<file path="src/rtl/mc_pkg.sv">
package mc_pkg;
  localparam int XLEN    = 32;
  localparam int NREG    = 32;
  localparam int REG_AW  = $clog2(NREG);

  localparam logic [5:0] FN_ADD = 6'h20;
  localparam logic [5:0] FN_SUB = 6'h22;
  localparam logic [5:0] FN_AND = 6'h24;
  localparam logic [5:0] FN_OR  = 6'h25;
  localparam logic [5:0] FN_SLT = 6'h2A;

  typedef enum logic [2:0] {
    ALU_ADD, ALU_SUB, ALU_AND, ALU_OR, ALU_SLT
  } aluFn_e;

  typedef struct packed {
    logic       iorD;
    logic       aluSrcA;
    logic [1:0] aluSrcB;
    logic [1:0] pcSrc;
    logic       irWrite;
    logic       regWrite;
    logic       regDst;
    logic       memToReg;
    aluFn_e     aluFn;
  } dpStrobe_t;
endpackage

</file>
<file path="src/rtl/mc_ctrl.sv">
module mc_ctrl
  import mc_pkg::*;
(
  input  logic       iorD,
  input  logic       aluSrcA,
  input  logic [1:0] aluSrcB,
  input  logic [1:0] pcSrc,
  input  logic       irWrite,
  input  logic       regWrite,
  input  logic       regDst,
  input  logic       memToReg,
  input  logic [1:0] aluOp,
  input  logic [5:0] funct,
  input  logic       pcWrite,
  input  logic       pcWriteCond,
  input  logic       zero,
  output dpStrobe_t  strobe,
  output logic       pcLoad
);
  aluFn_e fnSel;

  always_comb begin
    unique case (aluOp)
      2'b00: fnSel = ALU_ADD;
      2'b01: fnSel = ALU_SUB;
      2'b10: begin
        unique case (funct)
          FN_SUB:  fnSel = ALU_SUB;
          FN_AND:  fnSel = ALU_AND;
          FN_OR:   fnSel = ALU_OR;
          FN_SLT:  fnSel = ALU_SLT;
          default: fnSel = ALU_ADD;
        endcase
      end
      default: fnSel = ALU_ADD;
    endcase
  end

  always_comb begin
    strobe.iorD     = iorD;
    strobe.aluSrcA  = aluSrcA;
    strobe.aluSrcB  = aluSrcB;
    strobe.pcSrc    = pcSrc;
    strobe.irWrite  = irWrite;
    strobe.regWrite = regWrite;
    strobe.regDst   = regDst;
    strobe.memToReg = memToReg;
    strobe.aluFn    = fnSel;
  end

  assign pcLoad = pcWrite | (pcWriteCond & zero);
endmodule

</file>
<file path="src/rtl/mc_regfile.sv">
module mc_regfile
  import mc_pkg::*;
#(
  parameter int W  = XLEN,
  parameter int NR = NREG,
  localparam int AW = $clog2(NR)
) (
  input  logic          clk,
  input  logic [AW-1:0] rdAddrA,
  input  logic [AW-1:0] rdAddrB,
  output logic [W-1:0]  rdDataA,
  output logic [W-1:0]  rdDataB,
  input  logic          wrEn,
  input  logic [AW-1:0] wrAddr,
  input  logic [W-1:0]  wrData
);
  logic [W-1:0] cells [NR];

  assign cells[0] = '0;

  for (genvar i = 1; i < NR; i++) begin : g_cell
    always_ff @(posedge clk) begin
      if (wrEn && (wrAddr == AW'(i))) cells[i] <= wrData;
    end
  end

  assign rdDataA = cells[rdAddrA];
  assign rdDataB = cells[rdAddrB];
endmodule

</file>
<file path="src/rtl/mc_datapath.sv">
module mc_datapath
  import mc_pkg::*;
#(
  parameter int W = XLEN
) (
  input  logic         clk,
  input  logic         rstN,
  input  dpStrobe_t    strobe,
  input  logic         pcLoad,
  input  logic [W-1:0] memRdata,
  output logic [W-1:0] memAddr,
  output logic [W-1:0] memWdata,
  output logic [W-1:0] pcQ,
  output logic [W-1:0] irQ,
  output logic [W-1:0] aluOutQ,
  output logic         zero
);
  logic [W-1:0] mdrQ, aQ, bQ;
  logic [W-1:0] rfA, rfB, opA, opB, aluRes, immExt, pcNext, wrData;
  logic [REG_AW-1:0] wrAddr;

  assign immExt = {{(W-16){irQ[15]}}, irQ[15:0]};
  assign opA    = strobe.aluSrcA ? aQ : pcQ;

  always_comb begin
    unique case (strobe.aluSrcB)
      2'b00:   opB = bQ;
      2'b01:   opB = W'(4);
      2'b10:   opB = immExt;
      default: opB = immExt << 2;
    endcase
  end

  always_comb begin
    unique case (strobe.aluFn)
      ALU_SUB: aluRes = opA - opB;
      ALU_AND: aluRes = opA & opB;
      ALU_OR:  aluRes = opA | opB;
      ALU_SLT: aluRes = ($signed(opA) < $signed(opB)) ? W'(1) : '0;
      default: aluRes = opA + opB;
    endcase
  end

  assign zero = (aluRes == '0);

  always_comb begin
    unique case (strobe.pcSrc)
      2'b00:   pcNext = aluRes;
      2'b01:   pcNext = aluOutQ;
      default: pcNext = {pcQ[W-1:W-4], irQ[25:0], 2'b00};
    endcase
  end

  assign wrAddr   = strobe.regDst ? irQ[15:11] : irQ[20:16];
  assign wrData   = strobe.memToReg ? mdrQ : aluOutQ;
  assign memAddr  = strobe.iorD ? aluOutQ : pcQ;
  assign memWdata = bQ;

  mc_regfile #(.W(W), .NR(NREG)) u_rf (
    .clk     (clk),
    .rdAddrA (irQ[25:21]),
    .rdAddrB (irQ[20:16]),
    .rdDataA (rfA),
    .rdDataB (rfB),
    .wrEn    (strobe.regWrite),
    .wrAddr  (wrAddr),
    .wrData  (wrData)
  );

  always_ff @(posedge clk or negedge rstN) begin
    if (!rstN) begin
      pcQ     <= '0;
      irQ     <= '0;
      mdrQ    <= '0;
      aQ      <= '0;
      bQ      <= '0;
      aluOutQ <= '0;
    end else begin
      if (pcLoad)         pcQ <= pcNext;
      if (strobe.irWrite) irQ <= memRdata;
      mdrQ    <= memRdata;
      aQ      <= rfA;
      bQ      <= rfB;
      aluOutQ <= aluRes;
    end
  end
endmodule

</file>
<file path="src/rtl/mc_core.sv">
module mc_core
  import mc_pkg::*;
(
  input  logic        clk,
  input  logic        rstN,
  input  logic        pcWrite,
  input  logic        pcWriteCond,
  input  logic        iorD,
  input  logic        memRead,
  input  logic        memWrite,
  input  logic        irWrite,
  input  logic        memToReg,
  input  logic [1:0]  pcSrc,
  input  logic [1:0]  aluOp,
  input  logic        aluSrcA,
  input  logic [1:0]  aluSrcB,
  input  logic        regWrite,
  input  logic        regDst,
  output logic [31:0] memAddr,
  output logic [31:0] memWdata,
  output logic        memWe,
  output logic        memRe,
  input  logic [31:0] memRdata,
  output logic [5:0]  opcode,
  output logic        zero
);
  dpStrobe_t strobe;
  logic pcLoad;
  logic [XLEN-1:0] pcQ, irQ, aluOutQ;

  mc_ctrl u_ctrl (
    .iorD (iorD), .aluSrcA (aluSrcA), .aluSrcB (aluSrcB), .pcSrc (pcSrc),
    .irWrite (irWrite), .regWrite (regWrite), .regDst (regDst),
    .memToReg (memToReg), .aluOp (aluOp), .funct (irQ[5:0]),
    .pcWrite (pcWrite), .pcWriteCond (pcWriteCond), .zero (zero),
    .strobe (strobe), .pcLoad (pcLoad)
  );

  mc_datapath #(.W(XLEN)) u_dp (
    .clk (clk), .rstN (rstN), .strobe (strobe), .pcLoad (pcLoad),
    .memRdata (memRdata), .memAddr (memAddr), .memWdata (memWdata),
    .pcQ (pcQ), .irQ (irQ), .aluOutQ (aluOutQ), .zero (zero)
  );

  assign memWe  = memWrite;
  assign memRe  = memRead;
  assign opcode = irQ[31:26];
endmodule

</file>
<file path="config.mk">
export PLATFORM = sky130hd
export DESIGN_NAME = mc_core
export DESIGN_NICKNAME = d
export VERILOG_FILES = /design/src/rtl/mc_pkg.sv /design/src/rtl/mc_ctrl.sv /design/src/rtl/mc_regfile.sv /design/src/rtl/mc_datapath.sv /design/src/rtl/mc_core.sv
export SDC_FILE = /design/constraint.sdc
export NUM_CORES = 2
export LEC_CHECK = 0
export ABC_CLOCK_PERIOD_IN_PS = 6500
export BUFFER_PORTS_ARGS = -buffer_cell sky130_fd_sc_hd__buf_2
export CAP_MARGIN = 20
export CELL_PAD_IN_SITES_DETAIL_PLACEMENT = 0
export CELL_PAD_IN_SITES_GLOBAL_PLACEMENT = 1
export CORE_UTILIZATION = 40
export CTS_BUF_LIST = sky130_fd_sc_hd__clkbuf_8
export CTS_CLUSTER_SIZE = 16
export DETAILED_ROUTE_END_ITERATION = 10
export GPL_TIMING_DRIVEN = 0
export PLACE_DENSITY = 0.61
export SYNTH_ARGS = -nofsm -noshare
export SYNTH_HDL_FRONTEND = slang
export SYNTH_SLANG_ARGS = --single-unit
</file>
<file path="constraint.sdc">
create_clock -name clk -period 6.5 [get_ports clk]
set_input_delay 0.65 -clock clk [delete_from_list [all_inputs] [get_ports clk]]
set_output_delay 0.65 -clock clk [all_outputs]
set_load 0.01 [all_outputs]
</file>
==> flow_summary.toml <==
[outcome]
status = "finished clean"

[floorplan]
die_w_um = 387
core_sq_um = 148000
rows = 141
start_util = 0.403
io_pins = 123
fp.dieArea_sq_um = 150000
die_h_um = 387

[routing]
routed_wl_mm = 204
vias = 36400
drc = 0
drtIter0Drc = 4051
vias_per_cell = 6.05
drtPass1Iterations = 6
routedWlPerCell_um = 34.0
ant_nets = 0

[setup_path]
r2r_slack_ns = 0.40
start_kind = "register"
cp-end-kind = "output pin"
r2r-start = "u_dp.irQ[2]"
r2r_end = "u_dp.pcQ[16]"
path_max_fanout = 10
critPathArrivalTime_ns = 5.71
cp.required_ns = 5.85
path_class = "reg2out"
r2r_cells = 16

[synthesis]
yosys.area_share.simple = 0.0337
synth_edf_count = 992
seq_area_frac_synth = 0.582
synth_xor_xnor_area_share = 0.00118
netlist_instances = 3448
synth.area.mux_share = 0.281
ys_ff_latch = 1184
synthAdderAreaFrac = 0.0213
synth_area_leaders = "edfxtp_1 50%, mux4_2 22%, dfrtp_1 8.1%"
synth_compound_area_frac = 0.0555
synth_top_area_cell = "edfxtp_1"
ys.flop_type = "edfxtp_1"
ys_types = 95
syn_nets = 3598
syn_area_sq_um = 59400
yosysTopAreaCellShare = 0.501
ys_async_sr_fraction = 0.162
avgSynthCellArea_sq_um = 17.2
synth_top_family_by_area = "multiplexers"
ys_warn_count = 0

[layout]
drive_gt1_frac = 0.374
final_nets = 4057
fin_cells = 6008
areaGrowthSynthToFinish_pct = 16.0

[grt]
grt_pass1_vias = 37300
grt-ovfl-total = 0
grt_max_degree = 99
grt_use_total = 0.272
grt_pass1_wl_mm = 284
antenna_found_initial = 18

[hold_path]
min_path_cells = 4
worstHoldEndpoint = "u_dp.pcQ[27]"
hold_path_class = "in2reg"
worstHoldStart = "pcWrite"

[cts]
numCtsBuffers = 198
ctsHtreeMaxLevel = 4
cts_tree = "built"
cts.clk_slew.worst_paths_ns = 0.06
cts_root_buf = "clkbuf_8"
worstSkewPairLatency_ns = 0.94
clockBufferDepth = 3
cts_sinks = 1184

[sta]
relSlewSlack = 0.160
final.setup.tns_ns = 0
period_share = 0.978
fmax_mhz = 157
finalSetupViolCount = 0
whs_ns = 0.211
clock_skew_ns = 0.0364
worst_slew_pin_slew_ns = 1.26
finalHoldViolations = 0
setup_ws_ns = 0.145
period_needed_ns = 6.36
drv_slew = 0

[placed_design]
place.gp.congestion = 0.947
pre_cts_slack_ns = -1.61
place_inst = 5576
dp.final_hpwl_mm = 154
port-buffer-count = 112

[pwr]
power_mw = 22.7
power_density_nw_per_um2 = 330
p_leak_nw = 23.6
ir_drop_mv = 0.204

[job]
maxCapViolations = 0
where the power goes:
| group | total (mW) | leakage [nW] | switching [mW] | internal [mW] |
|---|---|---|---|---|
| clock network | 6.31 | 2.13 | 3.15 | 3.15 |
| logic | 6.90 | 10.3 | 4.36 | 2.54 |
| registers | 9.54 | 11.2 | 0.338 | 9.20 |
| total | 22.7 | 23.6 | 7.85 | 14.9 |
cell families (layout without fill, tap and decap cells):
| family | after synthesis | in the layout |
|---|---|---|
| AOI/OAI and AO/OA | 464 | 464 |
| xor gates and xnor gates | 8 | 8 |
| adders and majority gates | 100 | 100 |
| buffers and inverters | 369 | 992 |
| DFF | 1184 | 1184 |
| muxes | 907 | 907 |
| other | 0 | 7 |
| and+or+nand+nor | 416 | 416 |
cell usage in the layout (no fill, tap or decap), types with 50 or more instances in the layout:
| cell type | instances |
|---|---|
| edfxtp_1 | 992 |
| mux4_2 | 576 |
| mux2_2 | 275 |
| clkbuf_8 | 202 |
| dfrtp_1 | 191 |
| inv_1 | 165 |
| clkbuf_1 | 141 |
| buf_2 | 135 |
| nand2_1 | 112 |
| ha_1 | 96 |
| nor2_1 | 95 |
| o21ai_0 | 88 |
| a21oi_1 | 80 |
| a22o_1 | 79 |
| buf_1 | 60 |
| clkinv_1 | 50 |
state kept, by name (all words and copies together) (netlist names):
name             cells
u_dp.irQ            32
u_dp.aQ             32
u_dp.u_rf.cells    992
u_dp.aluOutQ        32
u_dp.pcQ            32
u_dp.mdrQ           32
u_dp.memWdata       32
worst max path at each step:
stage	to	depth (start not counted)	from	slack, ns
2_1_floorplan	u_dp.pcQ[16]	18	aluSrcB[0]	0.68
3_3_place_gp	u_dp.pcQ[16]	18	aluSrcB[1]	-2.65
3_5_place_dp	u_dp.pcQ[28]	17	aluSrcB[1]	-1.61
4_1_cts	zero	16	u_dp.irQ[15]	0.0006
5_1_grt	zero	17	u_dp.irQ[11]	-0.003
6_report	zero	13	u_dp.irQ[2]	0.14
routing by layer:
layer,track usage,wire [um],up-vias
met5,0,7,-
met2,0.469,104000,1526
met4,0.102,7950,2
met1,0.341,78500,19300
li1,-,-,15200
met3,0.0500,14100,362
through the flow:
| step | cell area [sq um] | util |
|---|---|---|
| 4_1_cts | 68500 | 0.464 |
| 6_report | 68900 | 0.467 |
| 2_1_floorplan | 59400 | - |
| 3_5_place_dp | 64100 | 0.434 |
| 5_1_grt | 68900 | 0.467 |
| 3_3_place_gp | 62400 | 0.423 |
critical path: stages, from the launching register on:
cell and delay, ns:
dfrtp_1 0.36, clkbuf_2 0.20, or2_0 0.24, a32oi_1 0.23, nand3_1 0.54, clkbuf_2 0.53
clkdlybuf4s15_1 0.69, o21ai_0 0.73, o211ai_1 0.23, a31o_2 0.34, nor2_1 0.11, nand4_1 0.18
nor3_4 0.21, buf_2 0.17
cell type report:
type                    count  area [sq um]
flip-flops and latches   1184         34600
plain buffers             259          1120
repair buffers            262          2720
fillers                 12800         78700
diodes                      7          17.5
multi-input cells        1895         23900
clock inverters           162           930
inverters                 107           402
clock buffers             202          2780
well taps                1930          2410
what timing repair did:
action,4_1_cts,5_1_grt
setup buffers,10,9
endpoints found under the hold margin,158,0
endpoints found under the setup margin,33,1
resized for setup,52,53
hold buffers,33,0
pin swaps,8,14
cells in the mapped netlist (12+ instances only):
cell type  number
mux2_4         18
buf_4          13
mux4_2        576
a21o_1         25
o211ai_1       24
o21ai_0        92
nand2b_1       15
nor4_1         16
a21oi_1        86
dfrtp_1       192
a22o_1         79
ha_1           98
inv_1         107
mux2i_1        36
a31oi_1        15
mux2_2        275
nor2_1        127
nand3_1        27
nand4_1        17
buf_1          64
clkbuf_1      159
o31ai_1        13
nor2b_1        19
edfxtp_1      992
nor3_1         28
a221oi_1       12
buf_2          20
nand2_1       112
No activity file was read; power rests on OpenSTA's default activity.
